## src/rtl/irq_gate_pkg.sv

```systemverilog
package irq_gate_pkg;
  localparam int unsigned LVL_W  = 5;
  localparam int unsigned VEC_W  = 8;
  localparam int unsigned ADDR_W = 32;

  localparam logic [LVL_W-1:0]  LVL_OFF    = 5'd31;
  localparam logic [LVL_W-1:0]  LVL_USER   = 5'd16;
  localparam logic [LVL_W-1:0]  ILM_RST    = 5'd15;
  localparam logic [ADDR_W-1:0] TBR_RST    = 32'h000F_FC00;
  localparam logic [ADDR_W-1:0] TBL_TOP    = 32'h0000_03FC;
  localparam logic [ADDR_W-1:0] MODE_ADDR  = 32'h000F_FFF8;
  localparam logic [ADDR_W-1:0] RSTV_ADDR  = 32'h000F_FFFC;
  localparam logic [VEC_W-1:0]  MODE_VNUM  = 8'd1;
  localparam logic [VEC_W-1:0]  RSTV_VNUM  = 8'd0;

  typedef enum logic [1:0] {
    KIND_MASK = 2'd0,
    KIND_EXC  = 2'd1,
    KIND_MODE = 2'd2,
    KIND_RSTV = 2'd3
  } take_kind_e;
endpackage

```

## src/rtl/irq_pick.sv

```systemverilog
module irq_pick
  import irq_gate_pkg::*;
#(
  parameter int unsigned N_SRC = 4
) (
  input  logic [N_SRC-1:0]       valid_i,
  input  logic [N_SRC*LVL_W-1:0] level_i,
  input  logic [N_SRC*VEC_W-1:0] vec_i,
  input  logic [LVL_W-1:0]       ilm_i,
  output logic                   found_o,
  output logic [LVL_W-1:0]       level_o,
  output logic [VEC_W-1:0]       vec_o
);
  logic [LVL_W-1:0] lv [N_SRC];
  logic [VEC_W-1:0] vn [N_SRC];
  logic [N_SRC-1:0] elig;

  for (genvar i = 0; i < N_SRC; i++) begin : g_src
    assign lv[i]   = level_i[i*LVL_W +: LVL_W];
    assign vn[i]   = vec_i[i*VEC_W +: VEC_W];
    assign elig[i] = valid_i[i] && (lv[i] != LVL_OFF) && (lv[i] < ilm_i);
  end

  always_comb begin
    found_o = 1'b0;
    level_o = '1;
    vec_o   = '1;
    for (int i = 0; i < N_SRC; i++) begin
      if (elig[i] && (!found_o || (lv[i] < level_o) ||
                      ((lv[i] == level_o) && (vn[i] < vec_o)))) begin
        found_o = 1'b1;
        level_o = lv[i];
        vec_o   = vn[i];
      end
    end
  end
endmodule

```

## src/rtl/irq_vec_addr.sv

```systemverilog
module irq_vec_addr
  import irq_gate_pkg::*;
(
  input  logic [ADDR_W-1:0] tbr_i,
  input  logic [VEC_W-1:0]  vec_i,
  input  logic [1:0]        kind_i,
  output logic [ADDR_W-1:0] addr_o
);
  logic [ADDR_W-1:0] vec_off;
  logic [ADDR_W-1:0] sum;

  assign vec_off = TBL_TOP - {{(ADDR_W-VEC_W-2){1'b0}}, vec_i, 2'b00};
  assign sum     = tbr_i + vec_off;

  always_comb begin
    unique case (kind_i)
      KIND_MODE: addr_o = MODE_ADDR;
      KIND_RSTV: addr_o = RSTV_ADDR;
      default:   addr_o = {sum[ADDR_W-1:2], 2'b00};
    endcase
  end
endmodule

```

## src/rtl/irq_ctrl_regs.sv

```systemverilog
module irq_ctrl_regs
  import irq_gate_pkg::*;
(
  input  logic              clk_i,
  input  logic              rst_ni,
  input  logic              acc_i,
  input  logic [LVL_W-1:0]  acc_level_i,
  input  logic              ilm_we_i,
  input  logic [LVL_W-1:0]  ilm_wdata_i,
  input  logic              tbr_we_i,
  input  logic [ADDR_W-1:0] tbr_wdata_i,
  output logic [LVL_W-1:0]  ilm_o,
  output logic [ADDR_W-1:0] tbr_o
);
  logic [LVL_W-1:0]  ilm_q;
  logic [ADDR_W-1:0] tbr_q;
  logic              wr_block;

  // program may not drop the mask from the user range into the system range
  assign wr_block = (ilm_q >= LVL_USER) && (ilm_wdata_i < LVL_USER);

  always_ff @(posedge clk_i or negedge rst_ni) begin
    if (!rst_ni) begin
      ilm_q <= ILM_RST;
    end else if (acc_i) begin
      ilm_q <= acc_level_i;
    end else if (ilm_we_i && !wr_block) begin
      ilm_q <= ilm_wdata_i;
    end
  end

  always_ff @(posedge clk_i or negedge rst_ni) begin
    if (!rst_ni)       tbr_q <= TBR_RST;
    else if (tbr_we_i) tbr_q <= tbr_wdata_i;
  end

  assign ilm_o = ilm_q;
  assign tbr_o = tbr_q;
endmodule

```

## src/rtl/irq_gate_top.sv

```systemverilog
module irq_gate_top
  import irq_gate_pkg::*;
#(
  parameter int unsigned N_SRC = 4
) (
  input  logic                   clk_i,
  input  logic                   rst_ni,
  input  logic [N_SRC-1:0]       src_valid_i,
  input  logic [N_SRC*LVL_W-1:0] src_level_i,
  input  logic [N_SRC*VEC_W-1:0] src_vec_i,
  input  logic                   exc_valid_i,
  input  logic [VEC_W-1:0]       exc_vec_i,
  input  logic                   mode_req_i,
  input  logic                   rstv_req_i,
  input  logic                   ilm_we_i,
  input  logic [LVL_W-1:0]       ilm_wdata_i,
  input  logic                   tbr_we_i,
  input  logic [ADDR_W-1:0]      tbr_wdata_i,
  output logic                   take_o,
  output logic [1:0]             take_kind_o,
  output logic [LVL_W-1:0]       take_level_o,
  output logic [VEC_W-1:0]       vec_num_o,
  output logic [ADDR_W-1:0]      vec_addr_o,
  output logic [LVL_W-1:0]       ilm_o,
  output logic [ADDR_W-1:0]      tbr_o
);
  logic              pick_found;
  logic [LVL_W-1:0]  pick_level;
  logic [VEC_W-1:0]  pick_vec;
  logic              nxt_take;
  take_kind_e        nxt_kind;
  logic [LVL_W-1:0]  nxt_level;
  logic [VEC_W-1:0]  nxt_vec;
  logic [ADDR_W-1:0] nxt_addr;
  logic              acc_mask;

  irq_pick #(.N_SRC(N_SRC)) u_pick (
    .valid_i (src_valid_i),
    .level_i (src_level_i),
    .vec_i   (src_vec_i),
    .ilm_i   (ilm_o),
    .found_o (pick_found),
    .level_o (pick_level),
    .vec_o   (pick_vec)
  );

  always_comb begin
    nxt_take  = 1'b1;
    nxt_kind  = KIND_MASK;
    nxt_level = '0;
    nxt_vec   = pick_vec;
    if (rstv_req_i) begin
      nxt_kind = KIND_RSTV;
      nxt_vec  = RSTV_VNUM;
    end else if (mode_req_i) begin
      nxt_kind = KIND_MODE;
      nxt_vec  = MODE_VNUM;
    end else if (exc_valid_i) begin
      nxt_kind = KIND_EXC;
      nxt_vec  = exc_vec_i;
    end else if (pick_found) begin
      nxt_level = pick_level;
    end else begin
      nxt_take = 1'b0;
      nxt_vec  = '0;
    end
  end

  assign acc_mask = nxt_take && (nxt_kind == KIND_MASK);

  irq_vec_addr u_addr (
    .tbr_i  (tbr_o),
    .vec_i  (nxt_vec),
    .kind_i (nxt_kind),
    .addr_o (nxt_addr)
  );

  irq_ctrl_regs u_regs (
    .clk_i       (clk_i),
    .rst_ni      (rst_ni),
    .acc_i       (acc_mask),
    .acc_level_i (pick_level),
    .ilm_we_i    (ilm_we_i),
    .ilm_wdata_i (ilm_wdata_i),
    .tbr_we_i    (tbr_we_i),
    .tbr_wdata_i (tbr_wdata_i),
    .ilm_o       (ilm_o),
    .tbr_o       (tbr_o)
  );

  always_ff @(posedge clk_i or negedge rst_ni) begin
    if (!rst_ni) begin
      take_o       <= 1'b0;
      take_kind_o  <= KIND_MASK;
      take_level_o <= '0;
      vec_num_o    <= '0;
      vec_addr_o   <= '0;
    end else begin
      take_o       <= nxt_take;
      take_kind_o  <= nxt_kind;
      take_level_o <= nxt_level;
      vec_num_o    <= nxt_vec;
      vec_addr_o   <= nxt_take ? nxt_addr : '0;
    end
  end
endmodule

```

## config.mk

```make
export PLATFORM = sky130hd
export DESIGN_NAME = irq_gate_top
export DESIGN_NICKNAME = d
export VERILOG_FILES = /design/src/rtl/irq_gate_pkg.sv /design/src/rtl/irq_pick.sv /design/src/rtl/irq_vec_addr.sv /design/src/rtl/irq_ctrl_regs.sv /design/src/rtl/irq_gate_top.sv
export SDC_FILE = /design/constraint.sdc
export NUM_CORES = 1
export LEC_CHECK = 0
export CORE_ASPECT_RATIO = 0.5
export CORE_MARGIN = 2
export CORE_UTILIZATION = 44
export CTS_CLUSTER_DIAMETER = 200
export CTS_CLUSTER_SIZE = 20
export DETAILED_ROUTE_END_ITERATION = 7
export PLACE_DENSITY = 0.78
export SLEW_MARGIN = 15
export SYNTH_ARGS = -nofsm -noshare
export SYNTH_HDL_FRONTEND = slang
export SYNTH_SLANG_ARGS = --single-unit
```

## constraint.sdc

```tcl
create_clock -name clk_i -period 27 [get_ports clk_i]
set_input_delay 5.4 -clock clk_i [delete_from_list [all_inputs] [get_ports clk_i]]
set_output_delay 5.4 -clock clk_i [all_outputs]
set_load 0.005 [all_outputs]
```

==> Implementation_results.wiki <==
{| class="wikitable"
! Metric !! Value
|-
| Number of cells on the worst reg-to-reg path || 38
|-
| Cell depth of the worst min-delay path || 1
|-
| Tot GR Track Use || 0.223
|-
| Depth of the CTS H-tree || 3
|-
| Detail Route Antenna Nets || 0
|-
| Most used flip-flop cell after synthesis || dfrtp_1
|-
| Pwr dens || 60.0 nW/um2
|-
| Number of buffers inserted for hold repair after clock tree synthesis || 0
|-
| Number of failing hold endpoints at the final stage || 0
|-
| Maximum vdd ir drop || 0.0350 mV
|-
| Post-synth ARST share || 1.00
|-
| Die span in y || 83.5 um
|-
| DP Worst Slack || 11.40 ns
|-
| Routed via count divided by cell count || 5.40
|-
| Share of cells above drive strength 1 || 0.110
|-
| Number of max-cap violations || 0
|-
| Storage element area || 2090 um2
|-
| Number of buffers created by CTS || 9
|-
| Resized Gates After CTS || 0
|-
| Routed via count || 4910
|-
| Number of DRC markers after the initial detailed-route iteration || 270
|-
| Post-synthesis sequential area ratio || 0.376
|-
| Cell with the most instances on the worst path || ha_1
|-
| Clock tree from TritonCTS || yes
|-
| Largest net degree at the start of global routing || 84
|-
| Class of the tightest hold or removal check || flop to flop
|-
| Clock Root Buffer || clkbuf_16
|-
| Pre-Repair DR Iteration Count || 4
|-
| Number of rows created at floorplan || 28
|-
| Setup crit start || src_level_i[2]
|-
| RSZ-0062 raised after global routing || no
|-
| Chip Width || 163 um
|-
| Number of enable flip-flop cells after synthesis || 0
|-
| Minimum setup slack among reg-to-reg paths || 16.65 ns
|-
| Synth top area share || 0.310
|-
| Number of slew-limit violations in the final report || 0
|-
| Worst-path clk slew || 0.06 ns
|-
| Post-CTS setup buffers || 0
|-
| Tmin final || 15.30 ns
|-
| Mapped Cells || 557
|-
| Syn-to-layout area delta || 41.4%
|-
| Final Non-Filler Cells || 910
|-
| Placed wire-length estimate after detailed placement || 11900 um
|-
| Run status || complete, no violations
|-
| Ranking of synthesized cells by area || dfrtp_1 (31%), ha_1 (13%), mux2_2 (8.1%), dfstp_2 (6.6%), o21ai_0 (3.8%)
|-
| Number of design rule violations left after detail routing || 0
|-
| Clock latency reported for the late side of the worst-skew pair || 0.33 ns
|-
| Final period util || 0.567
|-
| GPL Wtd Cong || 0.877
|-
| Total negative slack for setup checks || 0 ns
|-
| Multi-input gate area || 3200 um2
|-
| Flop and latch count out of synthesis || 83
|-
| Synthesized area || 5560 um2
|-
| Critical Path Start Type || input port
|-
| Detailed-route wire length || 15100 um
|-
| Max-slew headroom at the worst pin || 0.468
|-
| Count of boundary I/O pins || 193
|-
| Dpl cells || 895
|-
| F_max || 0.0654 GHz
|-
| Setup Skew || 0.00322 ns
|-
| Worst Setup Slack, final || 11.70 ns
|-
| Average routed wire per standard cell || 16.6 um
|-
| Die ar. || 13600 um2
|-
| CP Class || input port to flop
|-
| Via count of the first global-routing pass || 4963
|-
| Endpoint of the worst-slack reg-to-reg timing path || vec_addr_o[20]
|-
| CTS sink cnt || 83
|-
| Antenna fix cells || 0
|-
| Pin slew with the least headroom to its limit || 0.777 ns
|-
| Average cell area after synthesis || 9.99 um2
|-
| Filler instances || 1006
|-
| WP data required || 27.25 ns
|-
| Lkg Pwr || 0.00343 uW
|-
| Starting density of the core || 0.460
|-
| Slowest CP cell || a2111oi_0
|-
| Largest incremental delay on the critical path || 0.74 ns
|-
| Startpoint of the lowest-slack register-to-register path || u_regs.ilm_o[2]
|-
| Critical path data arrival time || 15.55 ns
|-
| Yosys warning total || 0
|-
| Critical Path End Type || flop
|-
| # setup viols final || 0
|-
| Largest buffer count on any clock path || 2
|-
| Maximum fanout along the worst path || 15
|-
| Final #Nets || 911
|-
| Antenna violations before repair || 0
|-
| Port buffer count || 190
|-
| Worst setup path end || vec_addr_o[20]
|-
| Core region area || 12100 um2
|-
| Overflow after GRT || 0
|-
| First-pass GRT wire length || 24400 um
|-
| Library cell occupying the most area in the post-synthesis netlist || dfrtp_1
|-
| Distinct cell type count of the synthesized netlist || 54
|}
==> cells by family after synthesis <==
kind of cell	count (synthesis)	synth area share
AOI/OAI and AO/OA	136	0.169
xor gates and xnor gates	24	0.0378
adders and majority gates	61	0.139
buffers and inverters	67	0.0486
DFF	83	0.376
muxes	59	0.121
other	1	0.000674
and+or+nand+nor	126	0.109
==> cell type report <==
| cell class | instances | share of cell area |
|---|---|---|
| Multi-Input combinational cell | 408 | 0.407 |
| Sequential cell | 83 | 0.266 |
| Timing Repair Buffer | 194 | 0.247 |
| Clock buffer | 11 | 0.0296 |
| Tap cell | 165 | 0.0262 |
| Inverter | 46 | 0.0219 |
| Clock inverter | 3 | 0.00223 |
==> state kept, by name (all words and copies together) (netlist names) <==
register      count
take_kind_o       2
take_level_o      5
take_o            1
u_regs.ilm_o      5
u_regs.tbr_o     32
vec_addr_o       30
vec_num_o         8
==> stage by stage <==
stage | hold WS (ns) | util | area [um2] | total power [uW]
finish | 0.503 | 0.651 | 7870 | 472
global route | 0.530 | 0.651 | 7870 | 503
CTS | 0.508 | 0.649 | 7850 | 475
detailed placement | 0.495 | 0.629 | 7600 | 366
global placement | 0.492 | 0.629 | 7600 | 359
floorplan | 0.505 | - | 5570 | 285
==> synth_stat cells (3+ instances only) <==
cell	instances
a2111oi_0	5
a211oi_1	3
a21o_1	8
a21oi_1	17
and2_1	3
and3_1	6
buf_4	3
clkbuf_1	16
dfrtp_1	69
dfstp_2	14
ha_1	60
inv_1	46
mux2_1	6
mux2_2	40
mux2i_1	7
mux2i_2	6
nand2_1	31
nand2b_1	9
nand3_1	11
nand4_1	9
nor2_1	38
nor2b_1	9
nor3_1	4
o21a_1	17
o21ai_0	42
o21ai_1	5
o22a_1	13
o31ai_1	3
xnor2_1	5
xor2_1	19
==> where the power goes <==
part	switching (uW)	total, uW	internal (uW)
Combinational	105	214	109
Clock	45.9	107	60.9
Sequential	10.6	152	141
==> cells in the final DEF (no fill, tap or decap), types with 5 or more instances in the layout <==
cell type        instances
clkdlybuf4s50_1        189
dfrtp_1                 69
ha_1                    60
inv_1                   46
o21ai_0                 42
mux2_2                  40
nor2_1                  38
nand2_1                 31
xor2_1                  19
o21a_1                  17
a21oi_1                 17
dfstp_2                 14
o22a_1                  13
nand3_1                 11
nor2b_1                  9
nand2b_1                 9
nand4_1                  9
clkbuf_16                9
a21o_1                   8
mux2i_1                  7
mux2i_2                  6
mux2_1                   6
and3_1                   6
xnor2_1                  5
o21ai_1                  5
a2111oi_0                5
==> layer usage <==
| metal | vias to the layer above | global-route usage | routed length, um |
|---|---|---|---|
| met1 | 2382 | 0.278 | 6630 |
| met5 | - | 0 | 0 |
| li1 | 2367 | - | - |
| met2 | 134 | 0.393 | 7330 |
| met3 | 27 | 0.0373 | 831 |
| met4 | 0 | 0.0772 | 333 |
==> worst min-delay path by stage <==
stage / from / endpoint
final: u_regs.tbr_o[1] / u_regs.tbr_o[1]
after global routing: u_regs.tbr_o[1] / u_regs.tbr_o[1]
after CTS: u_regs.tbr_o[1] / u_regs.tbr_o[1]
after detailed placement: u_regs.tbr_o[1] / u_regs.tbr_o[1]
after global placement: u_regs.tbr_o[1] / u_regs.tbr_o[1]
after floorplan: u_regs.tbr_o[0] / u_regs.tbr_o[0]
==> worst max-delay path: cells and delay by family <==
kind	cells	cell delay, ns
AOI/OAI and AO/OA	20	5.11
buffers and inverters	2	0.60
adders and majority gates	5	1.38
and+or+nand+nor	9	2.32
muxes	2	0.75
(Power assumes the default switching activity.)
